[config.mk]
export PLATFORM = sky130hd
export DESIGN_NAME = lrck_sync_monitor
export DESIGN_NICKNAME = d
export VERILOG_FILES = /design/src/rtl/lrck_mon_pkg.sv /design/src/rtl/lrck_edge_sync.sv /design/src/rtl/lrck_period_check.sv /design/src/rtl/lrck_fault_ctrl.sv /design/src/rtl/lrck_sync_monitor.sv
export SDC_FILE = /design/constraint.sdc
export NUM_CORES = 1
export LEC_CHECK = 0
export CORE_AREA = 2 2 81 83
export DETAILED_ROUTE_END_ITERATION = 12
export DIE_AREA = 0 0 83 85
export DONT_BUFFER_PORTS = 1
export PLACE_DENSITY = 0.64
export SETUP_SLACK_MARGIN = 0.5
export SLEW_MARGIN = 0
export SYNTH_ARGS = -nofsm -noshare
export SYNTH_HDL_FRONTEND = slang
export SYNTH_HIERARCHICAL = 1
export SYNTH_SLANG_ARGS = --single-unit
[constraint.sdc]
create_clock -name clk -period 3.1 [get_ports clk]
set_input_delay 0.465 -clock clk [delete_from_list [all_inputs] [get_ports clk]]
set_output_delay 0.465 -clock clk [all_outputs]
set_load 0.1 [all_outputs]
[src/rtl/lrck_mon_pkg.sv]
// Package: types shared by the LRCK synchronization monitor.
// Assumes: nothing beyond IEEE 1800-2017.
package lrck_mon_pkg;

    // Result of one period measurement, valid for a single cycle
    typedef struct packed {
        logic ok;   // a finished period fell inside the window
        logic bad;  // a finished period fell outside it, or the edge is overdue
    } verdict_t;

endpackage

[src/rtl/lrck_edge_sync.sv]
// Module: lrck_edge_sync
// Brings the asynchronous frame clock into the clk domain through STAGES
// flip-flops. Gives a one-cycle pulse on each synchronized rising edge.
// Assumes: STAGES >= 2; lrck_in is held for several clk cycles per level.
module lrck_edge_sync #(
    parameter int STAGES = 2
) (
    input  logic clk,
    input  logic rst_n,
    input  logic lrck_in,
    output logic rise
);
    logic [STAGES:0] sh_q;

    // synchronizer chain plus one history bit for edge detection
    always_ff @(posedge clk) begin
        if (!rst_n) sh_q <= '0;
        else        sh_q <= {sh_q[STAGES-1:0], lrck_in};
    end

    // rising edge is seen at the last synchronizer stage
    always_comb rise = sh_q[STAGES-1] & ~sh_q[STAGES];

    // an edge pulse never lasts longer than one cycle
    p_rise_pulse_r2: assert property (@(posedge clk) disable iff (!rst_n)
        rise |=> !rise);
endmodule

[src/rtl/lrck_period_check.sv]
// Module: lrck_period_check
// Counts clk cycles between synchronized LRCK rising edges. Judges each
// finished period against ratio_n +/- TOL. Flags a timeout when the count
// runs past the upper bound, then saturates one above it.
// Assumes: ratio_n is static while the stream is being measured.
module lrck_period_check
    import lrck_mon_pkg::*;
#(
    parameter int CNT_W = 12,
    parameter int TOL   = 4
) (
    input  logic             clk,
    input  logic             rst_n,
    input  logic             rise,
    input  logic [CNT_W-1:0] ratio_n,
    output verdict_t         verdict
);
    localparam int          W     = CNT_W + 1;
    localparam logic [W-1:0] TOL_V = W'(TOL);

    logic [W-1:0] cnt_q, n_ext, lo_b, hi_b, sat_v;
    logic         armed_q, in_win;

    // window bounds; lower bound clamps at zero for small ratios
    always_comb begin
        n_ext = {1'b0, ratio_n};
        hi_b  = n_ext + TOL_V;
        lo_b  = (n_ext > TOL_V) ? n_ext - TOL_V : '0;
        sat_v = hi_b + W'(1);
    end

    // period counter: restart at an edge, otherwise climb to saturation
    always_ff @(posedge clk) begin
        if (!rst_n) begin
            cnt_q   <= '0;
            armed_q <= 1'b0;
        end else if (rise) begin
            cnt_q   <= W'(1);
            armed_q <= 1'b1;
        end else if (cnt_q < sat_v) begin
            cnt_q   <= cnt_q + W'(1);
        end
    end

    // verdict: judged at an edge once armed, or timeout on the last legal count
    always_comb begin
        in_win      = (cnt_q >= lo_b) && (cnt_q <= hi_b);
        verdict.ok  = rise && armed_q && in_win;
        verdict.bad = (rise && armed_q && !in_win) || (!rise && cnt_q == hi_b);
    end

    // every edge restarts the measurement at one
    p_restart_r2: assert property (@(posedge clk) disable iff (!rst_n)
        rise |=> cnt_q == W'(1));
    // with no edge, a saturated count stays put
    p_saturate_r4: assert property (@(posedge clk) disable iff (!rst_n)
        (!rise && cnt_q >= sat_v) |=> $stable(cnt_q));
endmodule

[src/rtl/lrck_fault_ctrl.sv]
// Module: lrck_fault_ctrl
// Turns period verdicts and PLL lock into the mute state and a sticky
// fault record. Release needs GOOD_RUN consecutive good periods.
// Assumes: pll_locked is already synchronous to clk.
module lrck_fault_ctrl
    import lrck_mon_pkg::*;
#(
    parameter int GOOD_RUN = 4
) (
    input  logic     clk,
    input  logic     rst_n,
    input  verdict_t verdict,
    input  logic     pll_locked,
    input  logic     detect_en,
    input  logic     status_clr,
    output logic     muted,
    output logic     fault_seen
);
    localparam int GW = $clog2(GOOD_RUN + 1);

    logic          fault_now;
    logic [GW-1:0] good_q;
    logic          muted_q, seen_q;

    // any fault condition in this cycle
    always_comb fault_now = verdict.bad | ~pll_locked;

    // mute state and recovery run counter
    always_ff @(posedge clk) begin
        if (!rst_n || !detect_en) begin
            muted_q <= 1'b0;
            good_q  <= '0;
        end else if (fault_now) begin
            muted_q <= 1'b1;
            good_q  <= '0;
        end else if (muted_q && verdict.ok) begin
            if (good_q == GW'(GOOD_RUN - 1)) begin
                muted_q <= 1'b0;
                good_q  <= '0;
            end else begin
                good_q  <= good_q + GW'(1);
            end
        end
    end

    // sticky record: a fault wins over a clear in the same cycle
    always_ff @(posedge clk) begin
        if (!rst_n)          seen_q <= 1'b0;
        else if (fault_now)  seen_q <= 1'b1;
        else if (status_clr) seen_q <= 1'b0;
    end

    assign muted      = muted_q;
    assign fault_seen = seen_q;

    // an enabled fault mutes on the next edge
    p_fault_mutes_r3: assert property (@(posedge clk) disable iff (!rst_n)
        (detect_en && fault_now) |=> muted_q);
    // a cleared enable releases the mute
    p_disable_r7: assert property (@(posedge clk) disable iff (!rst_n)
        !detect_en |=> !muted_q);
    // mute only falls on a good period or a cleared enable
    p_release_r6: assert property (@(posedge clk) disable iff (!rst_n)
        $fell(muted_q) |-> ($past(verdict.ok) || !$past(detect_en)));
    // the record holds until a clear
    p_sticky_r8: assert property (@(posedge clk) disable iff (!rst_n)
        (seen_q && !status_clr) |=> seen_q);
endmodule

[src/rtl/lrck_sync_monitor.sv]
// Module: lrck_sync_monitor (top)
// Checks that LRCK runs at clk/ratio_n within +/-TOL cycles and that the
// PLL is locked. Mutes the PCM path and freezes processing on a fault
// while detection is enabled.
// Assumes: clk is the PLL output; pll_locked is synchronous to clk.
module lrck_sync_monitor
    import lrck_mon_pkg::*;
#(
    parameter int CNT_W       = 12,
    parameter int TOL         = 4,
    parameter int GOOD_RUN    = 4,
    parameter int SYNC_STAGES = 2
) (
    input  logic             clk,
    input  logic             rst_n,
    input  logic             lrck_in,
    input  logic             pll_locked,
    input  logic             detect_en,
    input  logic [CNT_W-1:0] ratio_n,
    input  logic             status_clr,
    output logic             mute,
    output logic             freeze,
    output logic             fault_seen
);
    logic     rise;
    verdict_t verdict;
    logic     muted;

    lrck_edge_sync #(.STAGES(SYNC_STAGES)) u_sync (
        .clk(clk), .rst_n(rst_n), .lrck_in(lrck_in), .rise(rise)
    );

    lrck_period_check #(.CNT_W(CNT_W), .TOL(TOL)) u_period (
        .clk(clk), .rst_n(rst_n), .rise(rise), .ratio_n(ratio_n),
        .verdict(verdict)
    );

    lrck_fault_ctrl #(.GOOD_RUN(GOOD_RUN)) u_fault (
        .clk(clk), .rst_n(rst_n), .verdict(verdict), .pll_locked(pll_locked),
        .detect_en(detect_en), .status_clr(status_clr), .muted(muted),
        .fault_seen(fault_seen)
    );

    // one state drives both actions
    assign mute   = muted;
    assign freeze = muted;
endmodule

==> run metrics, run 1 <==
Worst Skew=0.00580 ns; # hold bufs at CTS=0; number of synthesized flops with an enable pin=0; Most Frequent Cell on Critical Path=or4_4; Syn Inst Count=335; Ys Warns=6; Sink Count=22; CTS Root Cell=clkbuf_8; final worst slack=-0.0235 ns; flop2flop setup slack=0.64 ns; max-slew violations=0; FP Rows=29; layout cell share with drive strength beyond 1=29.5%; Congestion Overflow GR=0; period utilization=101%; HPWL after DPL=5.38 mm; vias in the first global route=2461; CP Cell Sequence=or4_4 > or4_4 > xnor2_2 > nand2_4 > ha_4 > a21o_1 > a211oi_2 > o21ai_1 > a311o_1 > o211ai_1 > nor2b_4 > nand3_4 > a311oi_2; Final Net Count=436; FMAX=320 MHz; Hold Path End=u_fault/muted; die width=83 um; post-route ant nets=0; Worst R2R End=u_fault/good_q[0]; wire length per cell=15.9 um; max-cap viol count=0; Worst Path Max Fanout=12; ANT cells=0; RR Startpoint=u_period/cnt_q[8]; residual DRC count=0; register area share after synthesis=16.1%; final setup violation count=1; Cell Pwr Density=224 mW/mm^2; initial antenna violation count=0; GRT Util Overall=19.9%; RePlAce Congestion=0.799; worst hold path type=in2reg; outcome=finished, violations left; WL final=7.10 mm; Worst-path clk slew=0.09 ns; Post-synth ARST share=0%; Final min period=3.12 ns; CP Class=in2reg; slowest CP cell=or4_4; initial core utilization=44.0%; Syn-to-layout area delta=31.1%; top cells by count, synth=47 x ha_1, 38 x nand2_1, 22 x dfxtp_1; syn_nets=400; worst-skew pair later-pin latency=0.28 ns; Avg Cell Area, Syn=8.14 sq um; critical path's largest stage delay=0.56 ns; Via Count=2564; I/O pins=21; drt first pass iters=4; core area=0.00620 sq mm; Worst Path Required=3.22 ns; FF+latch count, synth=22; setup tns final=-0.0235 ns; Vias per Instance=5.74; Worst VDD drop=0.000238 V; Fin. Hold Viols=0; FF-to-FF path depth=10; failing checks=setup timing; first-pass GRT wire length=11.6 mm; Yosys top cell area share=21.6%; largest net degree at the start of global routing=16; Crit. End Element=flop; Worst slew margin=19.4%; CTS tree=yes; ys flop type=dfxtp_1; CP arrival=3.24 ns; Critical Path Source=ratio_n[4]; power consumption=0.803 mW; Leak Pwr=1.51 nW; total CTS buffers=3; Die Ht=85 um; Tightest Pin Transition=1.21 ns; Synth area leader=ha_1; hold_sp=rst_n; clock buffer depth=2; CTS H-tree lvls=1; initial DRC count=112; Setup crit start kind=input pin; cell area after synthesis=0.00273 sq mm; hold path depth=2; Die Footprint=0.00706 sq mm; RSZ-0062 raised after global routing=yes; IO buf count=0; synth top area cells=ha_1 22%, dfxtp_1 16%, nand2_1 5.2%; synth unique cells=58; count leader, synth=ha_1
## through the flow
step | std cells | setup slack (ns) | instance area (sq um) | util, % | hold slack [ns]
2_1_floorplan | 335 | -0.301 | 2900 | - | 0.405
4_1_cts | 440 | -0.00927 | 3430 | 55.2 | 0.283
6_report | 447 | -0.0235 | 3580 | 57.7 | 0.289
3_5_place_dp | 430 | -0.376 | 3120 | 50.2 | 0.421
3_3_place_gp | 430 | -0.318 | 3120 | 50.2 | 0.414
5_1_grt | 447 | -0.121 | 3580 | 57.7 | 0.294
## per-layer routing
| metal | vias to the layer above | global-route usage (%) | wire length [um] |
|---|---|---|---|
| li1 | 1306 | - | - |
| met5 | - | 0 | 0 |
| met3 | 19 | 1.95 | 204 |
| met4 | 0 | 4.77 | 118 |
| met1 | 1188 | 26.1 | 3380 |
| met2 | 51 | 35.4 | 3400 |
## layout make-up
| cell class | instances | area [sq um] |
|---|---|---|
| Inverter | 14 | 55.1 |
| Fill cell | 544 | 2630 |
| Tap cell | 77 | 96.3 |
| Sequential cell | 22 | 442 |
| Clock buffer | 3 | 41.3 |
| Clock inverter | 1 | 30.0 |
| Timing Repair Buffer | 43 | 388 |
| Multi-Input combinational cell | 287 | 2520 |
## flip-flops by register name (all words and copies together) (netlist names)
| register | flops |
|---|---|
| u_period/armed_q | 1 |
| u_sync/sh_q | 3 |
| u_period/cnt_q | 13 |
| u_fault/good_q | 3 |
| u_fault/muted | 1 |
| u_fault/fault_seen | 1 |
## kinds of logic after synthesis
logic type | share of synthesized area [%]
XOR/XNOR | 7.66
multiplexers | 1.83
flip-flops | 16.1
buffers and inverters | 5.09
AND/OR/NAND/NOR | 30.7
AO/OA/AOI/OAI | 17.0
adder cells (fa/ha/maj) | 21.6
## cells in the final DEF, fill, tap and decap left out, types with 4 or more instances in the layout
cell,netlist,final
nor3_1,7,4
inv_1,14,12
nor2_1,17,17
nand2_1,38,36
xor2_1,11,11
a21oi_2,0,4
and2_1,5,5
ha_1,47,44
nor4_4,0,6
a31oi_1,6,5
dfxtp_1,22,21
a21oi_1,20,16
and4_1,5,4
buf_4,3,29
nand2_2,7,8
nand2b_1,13,13
nand3_1,13,12
nor3_2,2,4
mux2i_1,5,5
buf_6,3,12
nand4_1,6,6
a41o_1,4,4
xnor2_1,11,10
## repair_timing
| item | 4_1_cts | 5_1_grt |
|---|---|---|
| endpoints found under the setup margin | 18 | 18 |
| gates resized for setup | 37 | 20 |
| cloned | 1 | 1 |
| setup buffers | 5 | 6 |
| pin swaps | 21 | 15 |
| hold endpoints to repair | 0 | 0 |
## worst max path at each step
stage	to	slack [ns]	cells after the start
after floorplan	u_fault/good_q[0]	-0.30	14
after global placement	u_fault/good_q[0]	-0.32	13
final	u_fault/good_q[0]	-0.02	13
after global routing	u_fault/good_q[0]	-0.12	13
after CTS	u_fault/good_q[0]	-0.009	13
after detailed placement	u_fault/good_q[0]	-0.38	12
## worst max-delay path: cells and delay by family
kind / cells / cell delay (ns)
AO/OA/AOI/OAI: 6 / 1.10
XOR/XNOR: 1 / 0.19
adder cells (fa/ha/maj): 1 / 0.21
AND/OR/NAND/NOR: 5 / 1.26
## where the power goes
group / leakage (nW) / internal [mW] / switching (mW)
Combinational: 1.29 / 0.100 / 0.108
Sequential: 0.179 / 0.289 / 0.0280
Clock: 0.0357 / 0.173 / 0.104
Total: 1.51 / 0.563 / 0.240
(Power assumes the default switching activity.)
==> run 2: changes to the inputs <==
- PLACE_DENSITY: 0.64 -> 0.62
- clock period: 3.1 -> 4 ns (I/O delays scaled with it)
==> run metrics, run 2 (synthesis gave the netlist of run 1 again) <==
Tightest Pin Transition=1.10 ns (-0.104 ns); RR Startpoint=u_period/cnt_q[6]; Setup crit start kind=input pin; Die Footprint=0.00706 sq mm (unchanged); Sink Count=22 (unchanged); max FFs per register=13 (unchanged); Post-Place Cells=401 (-6.7%); CTS Root Cell=clkbuf_8; wire length per cell=15.3 um (-3.8%); Cell Pwr Density=200 mW/mm^2 (-11%); Leak Pwr=1.24 nW (-18%); GRT Util Overall=18.1% (-1.9 points); hold_sp=u_sync/sh_q[0]; I/O pins=21 (unchanged); CTS H-tree lvls=1 (unchanged); Crit. End Element=flop; RSZ-0062 raised after global routing=yes; Net Sw Frac=28.5% (-1.4 points); initial DRC count=135 (+21%); residual DRC count=0 (unchanged); FMAX=293 MHz; Hold Path End=u_sync/sh_q[1]; max-slew violations=0 (unchanged); Via Count=2342 (-8.7%); total CTS buffers=3 (unchanged); outcome=finished clean; IO buf count=0 (unchanged); Worst VDD drop=0.000277 V (+16%); period utilization=85.2%; Biggest register=u_period/cnt_q; FP Rows=29 (unchanged); largest net degree at the start of global routing=16 (unchanged); die width=83 um (unchanged); flop2flop setup slack=1.47 ns (+0.83 ns); setup tns final=0 ns (+0.0235 ns); final setup violation count=0 (-1); Worst Path Max Fanout=12 (unchanged); clock buffer depth=2 (unchanged); WL final=6.19 mm (-13%); worst hold path type=reg2reg; final std cells w/o fill=405 (-9.4%); ANT cells=0 (unchanged); core area=0.00620 sq mm (unchanged); HPWL after DPL=5.01 mm (-6.8%); commonest cells after routing, fill and taps aside=46 x ha_1, 38 x nand2_1, 21 x dfxtp_1; Worst R2R End=u_fault/good_q[0]; Final min period=3.41 ns; RePlAce Congestion=0.860 (+7.6%); commonest non-fill, non-tap cell in the layout=ha_1; Final Net Count=394 (-9.6%); Fin. Hold Viols=0 (unchanged); biggest regs=u_period/cnt_q (13), u_fault/good_q (3), u_sync/sh_q (3); clock network fraction of total power=36.1% (+1.6 points); initial antenna violation count=0 (unchanged); Syn-to-layout area delta=5.37%; Worst-path clk slew=0.08 ns (about the same); first-pass GRT wire length=10.5 mm (-9.6%); CP Class=in2reg; Vias per Instance=5.78 (+0.81%); share of power burned in registers=42.5% (+3.0 points); layout cell share with drive strength beyond 1=11.6% (-18 points); Worst slew margin=26.5% (+7.1 points); drt first pass iters=4 (unchanged); combinational share of power=21.4% (-4.6 points); Worst Skew=0.00596 ns (+0.000161 ns); initial core utilization=44.0% (unchanged); Worst Path Required=4.10 ns (+0.88 ns); Congestion Overflow GR=0 (unchanged); Die Ht=85 um (unchanged); CTS tree=yes; CP arrival=3.51 ns (+0.27 ns); Internal Power=0.412 mW (-27%); max-cap viol count=0 (unchanged); vias in the first global route=2263 (-8.0%); hold path depth=1 (-1); post-route ant nets=0 (unchanged); FF-to-FF path depth=8 (-2); Sw Pwr=0.164 mW (-32%); worst-skew pair later-pin latency=0.26 ns (-0.02 ns); # fillers=601 (+10%)
## run 2: cell count changes in the layout (fill, tap and decap cells not counted), sizes merged
cell   change
buf       -41
o31ai      -1
## run 2: final cells by class
class                   instances  area [sq um]  area share (%)
clock inverters                 1          30.0            1.04
repair buffers                  2          15.0           0.522
flip-flops and latches         22           442            15.4
inverters                      14          52.6            1.83
clock buffers                   3          41.3            1.44
multi-input cells             286          2200            76.4
well taps                      77          96.3            3.35
## run 2: routing by layer
layer	part of all wire, %	global-route usage, %	vias to the layer above
li1	-	-	1216
met1	49	23.2	1098
met2	49	32.9	24
met3	2.2	2.82	4
met4	0.63	2.09	0
met5	0	0	-
## run 2: worst max-delay path, cell delays in order
cell and delay, ns:
or4_4 0.56, or4_4 0.54, xnor2_2 0.14, nand2_1 0.07, ha_1 0.29, a21o_1 0.17
a211oi_2 0.17, o21ai_1 0.10, a311o_1 0.29, o211ai_1 0.33, nor2b_4 0.08, nand3_2 0.10
a311oi_2 0.05
## run 2: power groups by stage
stage / Sequential (mW) / Combinational, mW / Clock (mW)
after detailed placement: 0.250 / 0.121 / 0
final: 0.245 / 0.123 / 0.208
after floorplan: 0.243 / 0.111 / 0
after CTS: 0.245 / 0.122 / 0.213
after global placement: 0.250 / 0.120 / 0
after global routing: 0.246 / 0.143 / 0.220
## run 2: stage by stage
step                area (sq um)  hold WS, ns  util, %  total power, mW  worst slack [ns]
detailed placement          2760        0.419     44.5            0.371             0.226
finish                      2870        0.438     46.3            0.576             0.590
global placement            2760        0.414     44.5            0.370             0.293
floorplan                   2730        0.405        -            0.354             0.461
global route                2870        0.438     46.3            0.609             0.450
CTS                         2830        0.440     45.6            0.580             0.513
## run 2: repair_timing
| action | in CTS | in global routing |
|---|---|---|
| endpoints found under the hold margin | 0 | 0 |
| resized for setup | 0 | 9 |
| endpoints found under the setup margin | 1 | 15 |
| hold buffers | 0 | 0 |
| setup buffers | 0 | 0 |
| pin swaps | 1 | 1 |
## run 2: worst max path at each step
| stage | slack, ns | cells past startpoint | end | startpoint |
|---|---|---|---|---|
| after CTS | 0.51 | 15 | u_fault/good_q[0] | ratio_n[4] |
| after floorplan | 0.46 | 14 | u_fault/good_q[0] | ratio_n[6] |
| after detailed placement | 0.23 | 15 | u_fault/good_q[0] | ratio_n[4] |
| after global placement | 0.29 | 15 | u_fault/good_q[0] | ratio_n[4] |
| final | 0.59 | 13 | u_fault/good_q[0] | ratio_n[4] |
| after global routing | 0.45 | 12 | u_fault/good_q[0] | ratio_n[4] |
